==> config.mk <==
export PLATFORM = sky130hd
export DESIGN_NAME = mprog_seq
export DESIGN_NICKNAME = d
export VERILOG_FILES = /design/src/rtl/mprog_seq_pkg.sv /design/src/rtl/mprog_seq_rows.sv /design/src/rtl/mprog_seq_match.sv /design/src/rtl/mprog_seq_ctrl.sv /design/src/rtl/mprog_seq.sv
export SDC_FILE = /design/constraint.sdc
export NUM_CORES = 1
export LEC_CHECK = 0
export BUFFER_PORTS_ARGS = -buffer_cell sky130_fd_sc_hd__buf_4
export CAP_MARGIN = 20
export CORE_MARGIN = 5
export CORE_UTILIZATION = 55
export CTS_BUF_LIST = sky130_fd_sc_hd__clkbuf_8
export DETAILED_ROUTE_END_ITERATION = 7
export GPL_TIMING_DRIVEN = 0
export PLACE_DENSITY_LB_ADDON = 0.25
export SLEW_MARGIN = 10
export SYNTH_ARGS = -nofsm -noshare
export SYNTH_HDL_FRONTEND = slang
export SYNTH_HIERARCHICAL = 1
export SYNTH_SLANG_ARGS = --single-unit
==> constraint.sdc <==
create_clock -name clk -period 8.4 [get_ports clk]
set_input_delay 1.26 -clock clk [delete_from_list [all_inputs] [get_ports clk]]
set_output_delay 1.26 -clock clk [all_outputs]
set_load 0.005 [all_outputs]
==> src/rtl/mprog_seq_pkg.sv <==
package mprog_seq_pkg;

  typedef enum logic [1:0] {
    PH_IDLE  = 2'd0,
    PH_RUN   = 2'd1,
    PH_DONE  = 2'd2,
    PH_FAULT = 2'd3
  } phase_t;

  // True when a next-address value is the reserved end code (all zero).
  function automatic logic is_end_code(input logic [31:0] a, input int unsigned aw);
    logic [31:0] m;
    m = (aw >= 32) ? 32'hFFFF_FFFF : ((32'd1 << aw) - 32'd1);
    return (a & m) == 32'd0;
  endfunction

endpackage

==> src/rtl/mprog_seq_rows.sv <==
module mprog_seq_rows #(
  parameter int ROWS  = 16,
  parameter int AW    = 4,
  parameter int NCOND = 4,
  parameter int CW    = 8,
  localparam int IW   = (ROWS > 1) ? $clog2(ROWS) : 1
) (
  input  logic                       clk,
  input  logic                       rst,
  input  logic                       wr_en,
  input  logic [IW-1:0]              wr_row,
  input  logic [AW-1:0]              wr_addr,
  input  logic [AW-1:0]              wr_next,
  input  logic [NCOND-1:0]           wr_care,
  input  logic [NCOND-1:0]           wr_val,
  input  logic [CW-1:0]              wr_word,
  output logic [ROWS-1:0][AW-1:0]    row_addr,
  output logic [ROWS-1:0][AW-1:0]    row_next,
  output logic [ROWS-1:0][NCOND-1:0] row_care,
  output logic [ROWS-1:0][NCOND-1:0] row_val,
  output logic [ROWS-1:0][CW-1:0]    row_word
);

  // All rows are read in parallel every cycle, so the store is flops.
  // A cleared row has address 0, which never equals a live address.
  for (genvar i = 0; i < ROWS; i++) begin : g_row
    always_ff @(posedge clk) begin
      if (rst) begin
        row_addr[i] <= '0;
        row_next[i] <= '0;
        row_care[i] <= '0;
        row_val[i]  <= '0;
        row_word[i] <= '0;
      end else if (wr_en && (wr_row == IW'(i))) begin
        row_addr[i] <= wr_addr;
        row_next[i] <= wr_next;
        row_care[i] <= wr_care;
        row_val[i]  <= wr_val & wr_care;
        row_word[i] <= wr_word;
      end
    end
  end

endmodule

==> src/rtl/mprog_seq_match.sv <==
module mprog_seq_match #(
  parameter int ROWS  = 16,
  parameter int AW    = 4,
  parameter int NCOND = 4,
  parameter int CW    = 8
) (
  input  logic [AW-1:0]              cur_addr,
  input  logic [NCOND-1:0]           status,
  input  logic [ROWS-1:0][AW-1:0]    row_addr,
  input  logic [ROWS-1:0][AW-1:0]    row_next,
  input  logic [ROWS-1:0][NCOND-1:0] row_care,
  input  logic [ROWS-1:0][NCOND-1:0] row_val,
  input  logic [ROWS-1:0][CW-1:0]    row_word,
  output logic                       hit,
  output logic [AW-1:0]              hit_next,
  output logic [CW-1:0]              hit_word
);

  logic [ROWS-1:0] fits;

  for (genvar i = 0; i < ROWS; i++) begin : g_cmp
    assign fits[i] = (row_addr[i] == cur_addr) &&
                     (((status ^ row_val[i]) & row_care[i]) == '0);
  end

  // Lowest index wins: scan from the top so the last assignment is the lowest.
  always_comb begin
    hit      = 1'b0;
    hit_next = '0;
    hit_word = '0;
    for (int i = ROWS - 1; i >= 0; i--) begin
      if (fits[i]) begin
        hit      = 1'b1;
        hit_next = row_next[i];
        hit_word = row_word[i];
      end
    end
  end

endmodule

==> src/rtl/mprog_seq_ctrl.sv <==
module mprog_seq_ctrl
  import mprog_seq_pkg::*;
#(
  parameter int AW   = 4,
  parameter int CW   = 8,
  parameter int CNTW = 16
) (
  input  logic            clk,
  input  logic            rst,
  input  logic            start,
  input  logic            hit,
  input  logic [AW-1:0]   hit_next,
  input  logic [CW-1:0]   hit_word,
  output logic [AW-1:0]   cur_addr,
  output logic [CW-1:0]   ctrl_word,
  output logic            ctrl_valid,
  output logic            busy,
  output logic            done,
  output logic            err,
  output logic [CNTW-1:0] cycles
);

  localparam logic [AW-1:0] FIRST_ADDR = AW'(1);

  phase_t phase;

  always_ff @(posedge clk) begin
    if (rst) begin
      phase      <= PH_IDLE;
      cur_addr   <= FIRST_ADDR;
      ctrl_word  <= '0;
      ctrl_valid <= 1'b0;
      cycles     <= '0;
    end else begin
      ctrl_word  <= '0;
      ctrl_valid <= 1'b0;
      if (phase == PH_RUN) begin
        if (hit) begin
          ctrl_word  <= hit_word;
          ctrl_valid <= 1'b1;
          cycles     <= cycles + CNTW'(1);
          cur_addr   <= hit_next;
          if (is_end_code(32'(hit_next), AW)) phase <= PH_DONE;
        end else begin
          phase <= PH_FAULT;
        end
      end else if (start) begin
        phase    <= PH_RUN;
        cur_addr <= FIRST_ADDR;
        cycles   <= '0;
      end
    end
  end

  assign busy = (phase == PH_RUN);
  assign done = (phase == PH_DONE);
  assign err  = (phase == PH_FAULT);

endmodule

==> src/rtl/mprog_seq.sv <==
module mprog_seq #(
  parameter int ROWS  = 16,
  parameter int AW    = 4,
  parameter int NCOND = 4,
  parameter int CW    = 8,
  parameter int CNTW  = 16,
  localparam int IW   = (ROWS > 1) ? $clog2(ROWS) : 1
) (
  input  logic             clk,
  input  logic             rst,
  input  logic             wr_en,
  input  logic [IW-1:0]    wr_row,
  input  logic [AW-1:0]    wr_addr,
  input  logic [AW-1:0]    wr_next,
  input  logic [NCOND-1:0] wr_care,
  input  logic [NCOND-1:0] wr_val,
  input  logic [CW-1:0]    wr_word,
  input  logic             start,
  input  logic [NCOND-1:0] status,
  output logic [CW-1:0]    ctrl_word,
  output logic             ctrl_valid,
  output logic [AW-1:0]    cur_addr,
  output logic             busy,
  output logic             done,
  output logic             err,
  output logic [CNTW-1:0]  cycles
);

  logic [ROWS-1:0][AW-1:0]    r_addr;
  logic [ROWS-1:0][AW-1:0]    r_next;
  logic [ROWS-1:0][NCOND-1:0] r_care;
  logic [ROWS-1:0][NCOND-1:0] r_val;
  logic [ROWS-1:0][CW-1:0]    r_word;
  logic                       m_hit;
  logic [AW-1:0]              m_next;
  logic [CW-1:0]              m_word;

  mprog_seq_rows #(.ROWS(ROWS), .AW(AW), .NCOND(NCOND), .CW(CW)) u_rows (
    .clk      (clk),
    .rst      (rst),
    .wr_en    (wr_en),
    .wr_row   (wr_row),
    .wr_addr  (wr_addr),
    .wr_next  (wr_next),
    .wr_care  (wr_care),
    .wr_val   (wr_val),
    .wr_word  (wr_word),
    .row_addr (r_addr),
    .row_next (r_next),
    .row_care (r_care),
    .row_val  (r_val),
    .row_word (r_word)
  );

  mprog_seq_match #(.ROWS(ROWS), .AW(AW), .NCOND(NCOND), .CW(CW)) u_match (
    .cur_addr (cur_addr),
    .status   (status),
    .row_addr (r_addr),
    .row_next (r_next),
    .row_care (r_care),
    .row_val  (r_val),
    .row_word (r_word),
    .hit      (m_hit),
    .hit_next (m_next),
    .hit_word (m_word)
  );

  mprog_seq_ctrl #(.AW(AW), .CW(CW), .CNTW(CNTW)) u_ctrl (
    .clk        (clk),
    .rst        (rst),
    .start      (start),
    .hit        (m_hit),
    .hit_next   (m_next),
    .hit_word   (m_word),
    .cur_addr   (cur_addr),
    .ctrl_word  (ctrl_word),
    .ctrl_valid (ctrl_valid),
    .busy       (busy),
    .done       (done),
    .err        (err),
    .cycles     (cycles)
  );

endmodule

==> results by stage <==
Routing:
- The number of DRC violations after detailed routing is 0.
- For this run, the detailed router's first-pass iteration total came to 7.
- After detailed routing, the total wire length is about 59 mm.
- Dividing the detail-routed wire length by the instance count gives ~23 um.
- The detail route stage leaves a number of antenna-violating nets equal to 0.
- After the first detailed-routing iteration, the DRC count stood at ~1,100.
- The final route contains roughly 15,000 vias.
- Dividing the detail-routed via count by the number of cells gives ~5.9.

Clock tree:
- In this run, post-CTS repair resized a total of 0 instances.
- The post-cts hold buffer count is 0.
- Clock latency on the worst-skew pair, taken at its later pin, is just over 0.6 ns.
- The post-CTS setup-driven buffer insertion count is 0.
- The TritonCTS sink count is 415.
- The total clock buffers created by CTS is 72.
- Clock-pin slew was measured on the worst setup and hold paths at about 0.060 ns.
- CTS placed an instance of clkbuf_8 at the clock tree root.
- TritonCTS built the clock tree.
- The number of buffers on the longest clock path is 3.
- The H-tree generated during clock tree synthesis spans 3 levels.

STA:
- Setup total negative slack on the finished layout was measured at 0 ns.
- The final period demand of the worst path is ~4.4 ns.
- The number of pins with negative max-slew slack in the final report is 0.
- For the pin with the worst max-slew slack, the measured transition is 0.8019 ns.
- The maximum clock frequency is about 0.23 GHz.
- Clock skew on the completed layout was measured at 0.02422 ns.
- Of the available clock period, the critical path in the final layout requires between 50% and 60%.
- Setup repair after global routing left no endpoint under its margin.
- The tightest hold margin is between 0.4 and 0.5 ns.
- The number of setup violations in the final report is 0.
- Measured against its own limit, the worst slew margin works out to between 40% and 50%.
- The count of endpoints failing hold in the final timing report is 0.
- The worst path meets setup with about 4.0 ns of slack.

Layout:
- The finished layout cell area is roughly 22,000 um^2.
- The area growth from synthesis to layout is 11.94%.
- The total inserted antenna cells is 0.
- The non-filler instance count after layout is between 2,000 and 3,000.
- The total of fill cells in the finished design is ~3,100.
- The count of nets after finishing is roughly 2,200.
- In the final layout, the share of cells above drive strength 1 is between 10% and 20%.
- The final design utilization is 61.86%.

Synth:
- Synthesis inferred 415 register bits.
- Counting flops with a built-in enable in the synthesized netlist gives 0.
- The compound-gate portion of the synthesized area is 7.724%.
- In the post-synthesis netlist, the biggest area contributors are dfxtp_1 (41%), mux2i_1 (19%), nand2b_1 (13%), xor2_1 (5.6%), buf_4 (1.5%).
- The net count after synthesis is roughly 2,000.
- The number of different library cells used by synthesis comes to between 70 and 80.
- nand2b_1 is the most common cell in the netlist.
- The cell taking the most area after synthesis is dfxtp_1.
- The mean area per synthesized cell is a little over 10 um^2.
- Of all flip-flops after synthesis, the portion carrying an async set or reset was 0%.
- The commonest cells after synthesis are nand2b_1 (418), dfxtp_1 (415), mux2i_1 (385).
- The sequential-to-total area share from yosys stat is between 40% and 50%.
- The arithmetic-cell share of the synthesized area counting full adders, half adders and majority gates is less than 1%.
- The post-synthesis simple-gate area fraction is 20.76%.
- The xor and xnor area share after synthesis is under 10%.
- The post-synthesis instance total is slightly below 2,000.
- Summed over its instances, the top area cell type makes up between 40% and 50% of the synthesized netlist area.
- The post-synthesis instance area is roughly 20,000 um^2.
- After synthesis, the share of cell area in mux cells is approximately 19%.
- Among all flip-flop cells after synthesis, the most frequent one is dfxtp_1.
- The combinational family with the most area after synthesis is simple AND/OR/NAND/NOR gates.
- The Yosys step of the flow raised 6 warnings.

Worst setup path:
- The cell with the most instances on the worst path is buf_2.
- In this run the register-to-register setup slack is approximately 4.3 ns.
- The worst setup path is captured at a flop.
- The highest fanout seen on the critical path is 10.
- The required time of the critical path is a little under 9 ns.
- The critical path goes through buf_2 > buf_6 > xor2_1 > a22oi_1 > and3_1 > nor3_1 > buf_2 > nor4bb_1 > nand4_1 > and3b_1 > buf_4 > a21oi_2 > buf_6 > buf_2 > o31ai_1 > a21oi_1.
- The critical path is of the input port to flop type.
- The largest stage delay on the critical path is 0.34 ns.
- The number of cells traversed by the worst register-to-register path is 13.
- The worst setup path is launched from an input port.
- At the worst endpoint, the arrival time is approximately 4.9 ns.
- The beginning of the worst register-to-register path is u_ctrl/cur_addr[2].
- Broken down by cell family, the worst path's largest delay share belongs to buffers and inverters.
- Together, buffers and inverters on the worst path number 6.
- The reg-to-reg critical path endpoint is u_ctrl/phase[1].
- The largest individual stage delay along the critical path comes from the cell nor3_1.

Placement:
- In this run the tool buffered the top-level ports with approximately 60 buffer cells.
- Including well taps, the total number of placed cells is 2,517.
- The post-detailed-placement cell area is 21,080 um^2.
- The setup slack after placement is 3.493 ns.
- The HPWL after detailed placement is 43.63 mm.
- The final RePlAce weighted congestion is about 0.95.

Global route:
- The total routing usage reported by global routing is between 20 and 30%.
- The first global-routing pass estimated between 90 and 100 mm of wire.
- The total congestion overflow is 0.
- The number of antenna violations at the first check in global routing came to 1.
- The number of global-route vias before repair is around 16,000.
- Entering global routing, the biggest net connects 11 pins.

Floorplanning:
- The floorplan step defined a die boundary enclosing a little over 40,000 um^2.
- Pin placement for this block handled 68 I/O pins.
- The initial core utilization is between 50% and 60%.
- The core region is between 30,000 and 40,000 um^2.
- From left edge to right edge, the die measures 200.9 um.
- From bottom edge to top edge, the die measures ~200 um.
- The floorplan row count is 70.

Job:
- The number of max-cap violations is 0.

Hold path:
- The worst hold path passes through 2 cells.
- The path class of the tightest hold or removal check is flop to flop.
- The worst hold path begins at u_rows/row_care[48].
- The path with the worst hold slack has its endpoint at u_rows/row_care[48].

Power and ir drop:
- The maximum vdd ir drop is between 0.0001 and 0.00015 V.
- For this design the ratio of total power to cell area is between 200 and 250 nW/um^2.
- After layout, the design draws a total of between 5 and 6 mW.
- The leakage component of the power is between 10 and 15 nW.

Run status:
- The run finished with clean final reports.
## flip-flops by register name, indices dropped and copies added, names as in the netlist
register / flops
u_ctrl/ctrl_valid: 1
u_ctrl/ctrl_word: 8
u_ctrl/cur_addr: 4
u_ctrl/cycles: 16
u_ctrl/phase: 2
u_rows/row_addr: 64
u_rows/row_care: 64
u_rows/row_next: 64
u_rows/row_val: 64
u_rows/row_word: 128
## worst max-delay path by stage
stage / startpoint / end / depth (start not counted)
detailed placement: status[2] / u_ctrl/cycles[12] / 16
finish: status[0] / u_ctrl/cycles[12] / 16
floorplan: status[0] / u_ctrl/cycles[4] / 15
global placement: status[2] / u_ctrl/cycles[3] / 16
global route: status[0] / u_ctrl/cycles[2] / 16
CTS: status[0] / u_ctrl/cycles[12] / 16
## metal layers
metal | vias to the layer above | track usage (%) | share of wire, %
met5 | - | 0 | 0
met4 | 0 | 9.735 | 3.2
met3 | 103 | 4.814 | 7.0
met2 | 609 | 45.27 | 45
met1 | 7587 | 39.79 | 45
li1 | 7155 | - | -
## power breakdown
part / switching, mW / internal [mW]
Sequential: 0.0288 / 2.01
Clock: 0.819 / 0.933
Combinational: 0.960 / 0.588
## cell type report
type	instances	area, um^2	share of cell area (%)
clock inverter	35	151.4	0.6750
tap	468	585.6	2.611
timing repair buffer	61	457.9	2.042
sequential	415	8308	37.04
clock buffer	87	1197	5.339
buffer	180	982.2	4.379
multi-input combinational	1379	10690	47.68
inverter	14	52.55	0.2343
## worst reg2reg max path, delay by kind of cell (launching register included)
| kind | cells | cell delay (ns) |
|---|---|---|
| AO/OA/AOI/OAI | 4 | 0.82 |
| XOR/XNOR | 1 | 0.11 |
| buffers and inverters | 2 | 0.68 |
| flip-flops | 1 | 0.36 |
| AND/OR/NAND/NOR | 6 | 2.07 |
## cell usage in the layout, fill, tap and decap left out, types with 17 or more instances in the layout
cell and n:
buf_2 45, clkbuf_8 87, buf_4 101, xor2_1 128, mux2i_1 385, a31o_2 18
a21oi_1 34, a22oi_1 34, nor2_1 19, nand3_1 25, inv_1 38, clkbuf_1 79
nand4_1 17, nand2b_1 418, nand2_1 43, dfxtp_1 415
## logic make-up after synthesis
logic type,count (synthesis)
and+or+nand+nor,660
DFF,415
muxes,385
AOI/OAI and AO/OA,205
buffers and inverters,194
xor gates and xnor gates,128
adders and majority gates,1
Power figures use the tool's default switching activity.
